**src/rtl/intc_pkg.sv**
```systemverilog
package intc_pkg;

   // Word index = byte offset / 4 of each register
   typedef enum logic [3:0] {
      W_RAW_LO  = 4'd0,
      W_EN_LO   = 4'd1,
      W_RTE_LO  = 4'd2,
      W_NRM_LO  = 4'd3,
      W_FST_LO  = 4'd4,
      W_PRIO    = 4'd5,
      W_NRM_TOP = 4'd6,
      W_FST_TOP = 4'd7,
      W_RAW_HI  = 4'd8,
      W_EN_HI   = 4'd9,
      W_RTE_HI  = 4'd10,
      W_NRM_HI  = 4'd11,
      W_FST_HI  = 4'd12,
      W_ERR_EN  = 4'd13,
      W_SPARE0  = 4'd14,
      W_SPARE1  = 4'd15
   } intc_word_e;

   localparam int WIN_BITS = 6;

endpackage

```
**src/rtl/intc_bank.sv**
```systemverilog
module intc_bank #(
   parameter int W = 32
) (
   input  logic         clk,
   input  logic         rst_n,
   input  logic [W-1:0] src_i,
   input  logic         en_we,
   input  logic         rte_we,
   input  logic [W-1:0] wdata,
   output logic [W-1:0] raw_q,
   output logic [W-1:0] en_q,
   output logic [W-1:0] rte_q,
   output logic [W-1:0] nrm_st,
   output logic [W-1:0] fst_st
);

   always_ff @(posedge clk or negedge rst_n) begin
      if (!rst_n) begin
         raw_q <= '0;
         en_q  <= '0;
         rte_q <= '0;
      end else begin
         raw_q <= src_i;
         if (en_we)  en_q  <= wdata;
         if (rte_we) rte_q <= wdata;
      end
   end

   for (genvar b = 0; b < W; b++) begin : g_bit
      assign nrm_st[b] = raw_q[b] & en_q[b] & ~rte_q[b];
      assign fst_st[b] = raw_q[b] & en_q[b] &  rte_q[b];
   end

endmodule

```
**src/rtl/intc_first_set.sv**
```systemverilog
module intc_first_set #(
   parameter  int W  = 64,
   localparam int IW = $clog2(W)
) (
   input  logic [W-1:0]  vec,
   output logic [IW-1:0] idx
);

   always_comb begin
      idx = '1;
      for (int k = W - 1; k >= 0; k--) begin
         if (vec[k]) idx = IW'(k);
      end
   end

endmodule

```
**src/rtl/intc_route.sv**
```systemverilog
module intc_route #(
   parameter  int DATA_W     = 32,
   parameter  bit UPPER_BANK = 1'b1,
   parameter  int ADDR_W     = 6,
   localparam int NSRC       = UPPER_BANK ? 2 * DATA_W : DATA_W,
   localparam int ALL_W      = 2 * DATA_W,
   localparam int IDX_W      = $clog2(ALL_W)
) (
   input  logic              clk,
   input  logic              rst_n,
   input  logic [NSRC-1:0]   src_i,
   input  logic              wr_en,
   input  logic [ADDR_W-1:0] addr,
   input  logic [DATA_W-1:0] wdata,
   output logic [DATA_W-1:0] rdata,
   output logic              irq_o,
   output logic              fiq_o
);
   import intc_pkg::*;

   if (DATA_W != 32) begin : g_bad_width
      $error("intc_route: DATA_W must be 32");
   end
   if (ADDR_W < WIN_BITS) begin : g_bad_addr
      $error("intc_route: ADDR_W must cover the 64-byte window");
   end

   logic        hit;
   intc_word_e  word;

   assign hit  = (addr[1:0] == 2'b00) && ((addr >> WIN_BITS) == '0);
   assign word = intc_word_e'(addr[5:2]);

   logic wr_hit;
   assign wr_hit = wr_en & hit;

   // lower bank
   logic [DATA_W-1:0] raw_lo, en_lo, rte_lo, nrm_lo, fst_lo;

   intc_bank #(.W(DATA_W)) u_bank_lo (
      .clk    (clk),
      .rst_n  (rst_n),
      .src_i  (src_i[DATA_W-1:0]),
      .en_we  (wr_hit && word == W_EN_LO),
      .rte_we (wr_hit && word == W_RTE_LO),
      .wdata  (wdata),
      .raw_q  (raw_lo),
      .en_q   (en_lo),
      .rte_q  (rte_lo),
      .nrm_st (nrm_lo),
      .fst_st (fst_lo)
   );

   // free-use priority word
   logic [DATA_W-1:0] prio_q;
   always_ff @(posedge clk or negedge rst_n) begin
      if (!rst_n)                        prio_q <= '0;
      else if (wr_hit && word == W_PRIO) prio_q <= wdata;
   end

   // upper bank, present or tied off
   logic [DATA_W-1:0] raw_hi, en_hi, rte_hi, nrm_hi, fst_hi;
   logic              err_en_q;

   if (UPPER_BANK) begin : g_hi
      intc_bank #(.W(DATA_W)) u_bank_hi (
         .clk    (clk),
         .rst_n  (rst_n),
         .src_i  (src_i[NSRC-1:DATA_W]),
         .en_we  (wr_hit && word == W_EN_HI),
         .rte_we (wr_hit && word == W_RTE_HI),
         .wdata  (wdata),
         .raw_q  (raw_hi),
         .en_q   (en_hi),
         .rte_q  (rte_hi),
         .nrm_st (nrm_hi),
         .fst_st (fst_hi)
      );

      always_ff @(posedge clk or negedge rst_n) begin
         if (!rst_n)                          err_en_q <= 1'b0;
         else if (wr_hit && word == W_ERR_EN) err_en_q <= wdata[0];
      end
   end else begin : g_no_hi
      assign raw_hi   = '0;
      assign en_hi    = '0;
      assign rte_hi   = '0;
      assign nrm_hi   = '0;
      assign fst_hi   = '0;
      assign err_en_q = 1'b0;
   end

   // line outputs and lowest-pending encoders
   logic [ALL_W-1:0] nrm_all, fst_all;
   logic [IDX_W-1:0] nrm_idx, fst_idx;

   assign nrm_all = {nrm_hi, nrm_lo};
   assign fst_all = {fst_hi, fst_lo};
   assign irq_o   = |nrm_all;
   assign fiq_o   = |fst_all;

   intc_first_set #(.W(ALL_W)) u_nrm_enc (.vec(nrm_all), .idx(nrm_idx));
   intc_first_set #(.W(ALL_W)) u_fst_enc (.vec(fst_all), .idx(fst_idx));

   // read mux
   always_comb begin
      rdata = '0;
      if (hit) begin
         case (word)
            W_RAW_LO:  rdata = raw_lo;
            W_EN_LO:   rdata = en_lo;
            W_RTE_LO:  rdata = rte_lo;
            W_NRM_LO:  rdata = nrm_lo;
            W_FST_LO:  rdata = fst_lo;
            W_PRIO:    rdata = prio_q;
            W_NRM_TOP: rdata = DATA_W'(nrm_idx);
            W_FST_TOP: rdata = DATA_W'(fst_idx);
            W_RAW_HI:  rdata = raw_hi;
            W_EN_HI:   rdata = en_hi;
            W_RTE_HI:  rdata = rte_hi;
            W_NRM_HI:  rdata = nrm_hi;
            W_FST_HI:  rdata = fst_hi;
            W_ERR_EN:  rdata = DATA_W'(err_en_q);
            default:   rdata = '0;
         endcase
      end
   end

endmodule

```
**config.mk**
```make
export PLATFORM = sky130hd
export DESIGN_NAME = intc_route
export DESIGN_NICKNAME = d
export VERILOG_FILES = /design/src/rtl/intc_pkg.sv /design/src/rtl/intc_bank.sv /design/src/rtl/intc_first_set.sv /design/src/rtl/intc_route.sv
export SDC_FILE = /design/constraint.sdc
export NUM_CORES = 1
export LEC_CHECK = 0
export ABC_AREA = 1
export BUFFER_PORTS_ARGS = -buffer_cell sky130_fd_sc_hd__buf_2
export CORE_AREA = 2 2 168 170
export CTS_CLUSTER_SIZE = 14
export DETAILED_ROUTE_END_ITERATION = 8
export DIE_AREA = 0 0 170 172
export PLACE_DENSITY_LB_ADDON = 0.08
export SLEW_MARGIN = 20
export SYNTH_ARGS = -nofsm -noshare
export SYNTH_HDL_FRONTEND = slang
export SYNTH_SLANG_ARGS = --single-unit
```
**constraint.sdc**
```tcl
create_clock -name clk -period 8.4 [get_ports clk]
set_input_delay 2.1 -clock clk [delete_from_list [all_inputs] [get_ports clk]]
set_output_delay 2.1 -clock clk [all_outputs]
set_load 0.03 [all_outputs]
```
Word-level counts from Yosys, hierarchy flattened:

Cells that the tools add are included.

* register bits after elaboration: 225
* output and inout port bits: 34

* eq/ne operators: 13
* multiplexer cells: 128
* bitwise gates (word level): 257
* reductions and logical operators: 10

Operators with widths (count)
* $pmux W32 S14: 1
* $mux W6: 64
* $and A1 B1 Y1: 193
* $mux W5: 32
* $reduce_or A64 Y1: 2
* $mux W4: 16
* $not A1 Y1: 64
* $mux W32: 1
* $eq A4 B4 Y1 const B: 6
* $mux W3: 8
* $eq A4 B3 Y1 const B: 4
* $eq A4 B2 Y1 const B: 2
* $mux W2: 4
* $logic_and A1 B1 Y1: 6
* $eq A4 B1 Y1 const B: 1
* $logic_not A4 Y1: 1
* $logic_not A2 Y1: 1
* $mux W1: 2

Longest topological paths before layout:

* depth in word-level cells: 67
* depth in mapped cells: 67

By module:

From an unflattened synthesis, not the netlist that was laid out.

* cell total of the unflattened synthesis: 2332
* area total of the unflattened synthesis: 15000.6 sq um

Modules (own cells, without submodules)
* intc_bank: times used 2, cells an instance 432, area each 3875.0 sq um, seq. area each 2402.3 sq um
* intc_route: times used 1, cells an instance 1050, area each 5253.8 sq um, seq. area each 825.8 sq um
* intc_first_set: times used 2, cells an instance 209, area each 998.5 sq um, seq. area each 0.0 sq um

Worst setup path after synthesis:

OpenSTA, ideal clock, no wires.

* path type: in2out
* start: input port addr[2]
* end: output port rdata[10]
* data arrival time: 3.775 ns
* data required time: 6.300 ns
* setup slack: 2.525 ns
* stages on the path: 8
* cell sequence: nor2_1 inv_1 nor2_1 clkinv_1 clkbuf_1 o22ai_1 a2111oi_0 a41oi_1

* longest elaborated chain between the ends: 3
* elaborated cells on any way between the ends: 16
* classes of those cells: eq/ne: 13; mux: 2; reduce/logical: 1

RTL lines
* start, declared: line intc_route.sv:13 `input logic [ADDR_W-1:0] addr,`
* $eq A4 B4 Y1 (tied with other cells): line intc_route.sv:109 `case (word)`
* $pmux W32 S14 (*): line intc_route.sv:109
* $mux W32 (*): line intc_route.sv:108 `if (hit) begin`
* end, declared: line intc_route.sv:15 `output logic [DATA_W-1:0] rdata,`

Mark *: on every way between the ends. The rest lies on a longest branch, timed or not.

Worst setup path after layout:

* start: register g_hi.u_bank_hi.rte_q[30]
* end: output port rdata[0]

* longest elaborated chain between the ends: 67
* elaborated cells on any way between the ends: 131
* classes of those cells: mux: 128; bitwise: 3

RTL lines
* start, declared: line intc_bank.sv:12 `output logic [W-1:0] rte_q,`
* start signal, assigned: line intc_bank.sv:25 `if (rte_we) rte_q <= wdata;`
* $not A1 Y1: line intc_bank.sv:30 `assign nrm_st[b] = raw_q[b] & en_q[b] & ~rte_q[b];`
* $and A1 B1 Y1: line intc_bank.sv:30
* $mux W1: line intc_first_set.sv:12 `if (vec[k]) idx = IW'(k);`
* $mux W2 (2 in series): line intc_first_set.sv:12
* $mux W3 (4 in series): line intc_first_set.sv:12
* $mux W4 (8 in series): line intc_first_set.sv:12
* $mux W5 (16 in series): line intc_first_set.sv:12
* $mux W6 (32 in series): line intc_first_set.sv:12
* $pmux W32 S14 (*): line intc_route.sv:109
* $mux W32 (*): line intc_route.sv:108

Marks and branches as above.

==> results.json <==
{
  "worstPathRequired_ns": 6.30,
  "synth_common_cells": "nand2_1 (475), inv_1 (251), dfrtp_1 (225)",
  "r2r.worst_path.cells": 2,
  "skew_ns": 0,
  "synth-compound-area-share": 0.182,
  "hold_violations": 0,
  "synth_mux_area_frac": 0,
  "yosysMostFrequentCell": "nand2_1",
  "ys_types": 39,
  "hold_buffers": 0,
  "via_per_inst": 5.61,
  "async_flop_share": 1.00,
  "r2r_setup_slack_ns": 7.64,
  "ys_ff_latch": 225,
  "rows": 61,
  "synth_edf_count": 0,
  "grt_max_degree": 81,
  "die_w_um": 170,
  "postRouteAntennaNets": 0,
  "start_util": 0.442,
  "hold_depth": 2,
  "reg2reg_to": "g_hi.u_bank_hi.en_q[24]",
  "regArea_um2": 5630,
  "dieArea_um2": 29200,
  "maxCapViolCount": 0,
  "status": "completed",
  "synth_fa_ha_area_frac": 0,
  "final_max_slew_viol_count": 0,
  "core_um2": 27500,
  "internal_power_mw": 1.99,
  "min_path_type": "reg2reg",
  "drt_first_pass_iters": 8,
  "p_sw_mw": 0.929,
  "cp.arrival_ns": 5.03,
  "die_h_um": 172,
  "hold-path-endpoint": "u_bank_lo.en_q[14]",
  "dp.cells": 2108,
  "synth_top_family_by_area": "simple AND/OR/NAND/NOR gates",
  "grt_pass1_wl_mm": 65.7,
  "rsz0062_at_grt": "no",
  "synth_area_leaders": "dfrtp_1 (46%), nand2_1 (15%), o21ai_0 (7.9%)",
  "r2r-start": "g_hi.u_bank_hi.en_q[24]",
  "critPathBufInv": 3,
  "cts.path.max_buffers": 3,
  "routed_wl_mm": 42.2,
  "area_delta_synth_final_pct": 15.2,
  "cts_resized": 0,
  "dp_hpwl_mm": 29.1,
  "fin_util": 0.510,
  "crit_top_cell": "nand2_1",
  "p_leak_nw": 7.05,
  "yosysTopAreaCellShare": 0.463,
  "place_area_um2": 13200,
  "pwr-share-clk": 0.360,
  "fillers": 2785,
  "p_seq_frac": 0.448,
  "pwr_density_cell_nw_per_um2": 209,
  "synth-xor-area-share": 0,
  "ys_warn_count": 0,
  "clock_latency_ns": 0.53,
  "grt_pass1_vias": 11499,
  "drive_gt1_frac": 0.119,
  "synth_seq_area_share": 0.463,
  "syn_area_um2": 12200,
  "fin_crit_ns": 7.13,
  "ios": 139,
  "crit_type": "reg2out",
  "grt_antenna_before_repair": 0,
  "avgSynthCellArea_um2": 7.31,
  "critPathLaunchType": "register",
  "place.port_buffers": 138,
  "max_freq_mhz": 140,
  "clk_pin_slew_ns": 0.06,
  "cp_slowest_stage_delay_ns": 0.37,
  "h-tree-depth": 1,
  "design_area_um2": 14000,
  "multi_input_area_um2": 5360,
  "cp_max_fo": 3,
  "yosys.area_share.simple": 0.257,
  "crit_slowest_cell": "dfrtp_1",
  "slew_headroom": 0.270,
  "fin_crit_sh": 0.849,
  "vias": 12057,
  "synth_flop_cell": "dfrtp_1",
  "layout.nets": 1894,
  "swShare": 0.318,
  "worstMarginPinSlew_ns": 1.09,
  "drc": 0,
  "pre_cts_slack_ns": 1.57,
  "cts.sinks": 225,
  "cts_root_buffer": "clkbuf_16",
  "grt_use_total": 0.292,
  "grt.overflow.total": 0,
  "syn_nets": 1768,
  "finalSetupTns_ns": 0,
  "end_kind": "output pin",
  "final_cells": 2149,
  "gp_congestion": 0.933,
  "holdCritStartpoint": "u_bank_lo.en_q[14]",
  "drtIter0Drc": 1254,
  "numCtsBuffers": 25,
  "peakVddDrop_v": 0.000167,
  "synthCells": 1663,
  "setup_viol": 0,
  "setup_slack_ns": 1.27,
  "avgRoutedWirePerCell_um": 19.7,
  "cts_tree": "done",
  "crit_family": "simple AND/OR/NAND/NOR gates",
  "power_frac_comb": 0.192,
  "post-cts-setup-buffers": 0,
  "yosysTopAreaCell": "dfrtp_1",
  "diodes": 0
}
==> worst reg2reg max path, stage by stage, from the launching register on <==
cell and delay (ns):
dfrtp_1 0.44, nand2_1 0.09, o21ai_0 0.09
==> layout by cell type, fill, tap and decap left out, drive strengths merged, types with 2 or more instances in the layout <==
master	Yosys	final
buf	2	160
o221ai	26	26
nand2	476	476
nand3	66	66
dfrtp	225	225
o41ai	4	4
a31oi	6	6
o22ai	38	38
nor2	139	139
o211ai	2	2
a41oi	3	3
a21oi	22	22
clkbuf	59	31
nand3b	5	5
o31ai	5	5
o2bb2ai	4	4
inv	254	255
nand4	9	9
nor4	11	11
a22oi	3	3
o21ai	193	193
bufinv	0	2
o2111ai	6	6
a2111oi	6	6
a22o	3	3
a221oi	33	33
clkinvlp	0	2
clkinv	1	6
nor3	56	56
==> through the flow <==
stage,total power [mW],hold slack (ns)
6_report,2.92,0.487
5_1_grt,3.09,0.512
4_1_cts,2.94,0.490
3_5_place_dp,1.88,0.475
3_3_place_gp,1.87,0.468
2_1_floorplan,1.67,0.449
==> area by class of cell <==
type | instances | share of cell area
clock buffers | 31 | 0.0463
clock inverters | 10 | 0.00777
inverters | 255 | 0.0684
multi-input cells | 1122 | 0.383
flip-flops and latches | 225 | 0.402
well taps | 346 | 0.0309
repair buffers | 160 | 0.0618
==> how the worst max path moves through the flow <==
stage / startpoint / endpoint / slack [ns] / cells after the start
2_1_floorplan: addr[2] / rdata[10] / 2.53 / 8
3_3_place_gp: addr[5] / rdata[30] / 1.59 / 12
3_5_place_dp: addr[5] / rdata[30] / 1.57 / 12
4_1_cts: g_hi.u_bank_hi.rte_q[30] / rdata[0] / 1.25 / 68
5_1_grt: g_hi.u_bank_hi.en_q[29] / rdata[0] / 0.64 / 67
6_report: g_hi.u_bank_hi.rte_q[30] / rdata[0] / 1.27 / 68
==> power by group through the flow <==
stage	registers, mW	logic [mW]	clock network, mW
detailed placement	1.32	0.557	0
floorplan	1.29	0.376	0
global route	1.33	0.643	1.12
finish	1.31	0.561	1.05
CTS	1.31	0.559	1.08
global placement	1.32	0.549	0
==> registers in the layout (all words and copies together) (netlist names) <==
signal	count
u_bank_lo.raw_q	32
u_bank_lo.en_q	32
prio_q	32
g_hi.u_bank_hi.raw_q	32
g_hi.u_bank_hi.rte_q	32
err_en_q	1
g_hi.u_bank_hi.en_q	32
u_bank_lo.rte_q	32
==> per-layer routing <==
| layer | up-vias | GRT usage | wire [µm] |
|---|---|---|---|
| met5 | - | 0 | 0 |
| met4 | 0 | 0.110 | 1750 |
| met3 | 119 | 0.0323 | 3040 |
| met2 | 574 | 0.469 | 18700 |
| met1 | 5639 | 0.408 | 18700 |
| li1 | 5725 | - | - |
==> kinds of logic (layout without fill, tap and decap cells) <==
| kind of cell | count (synthesis) | in the layout |
|---|---|---|
| simple gates | 763 | 763 |
| compound gates | 359 | 359 |
| buf+inv | 316 | 456 |
| flops | 225 | 225 |
(Power assumes the default switching activity.)
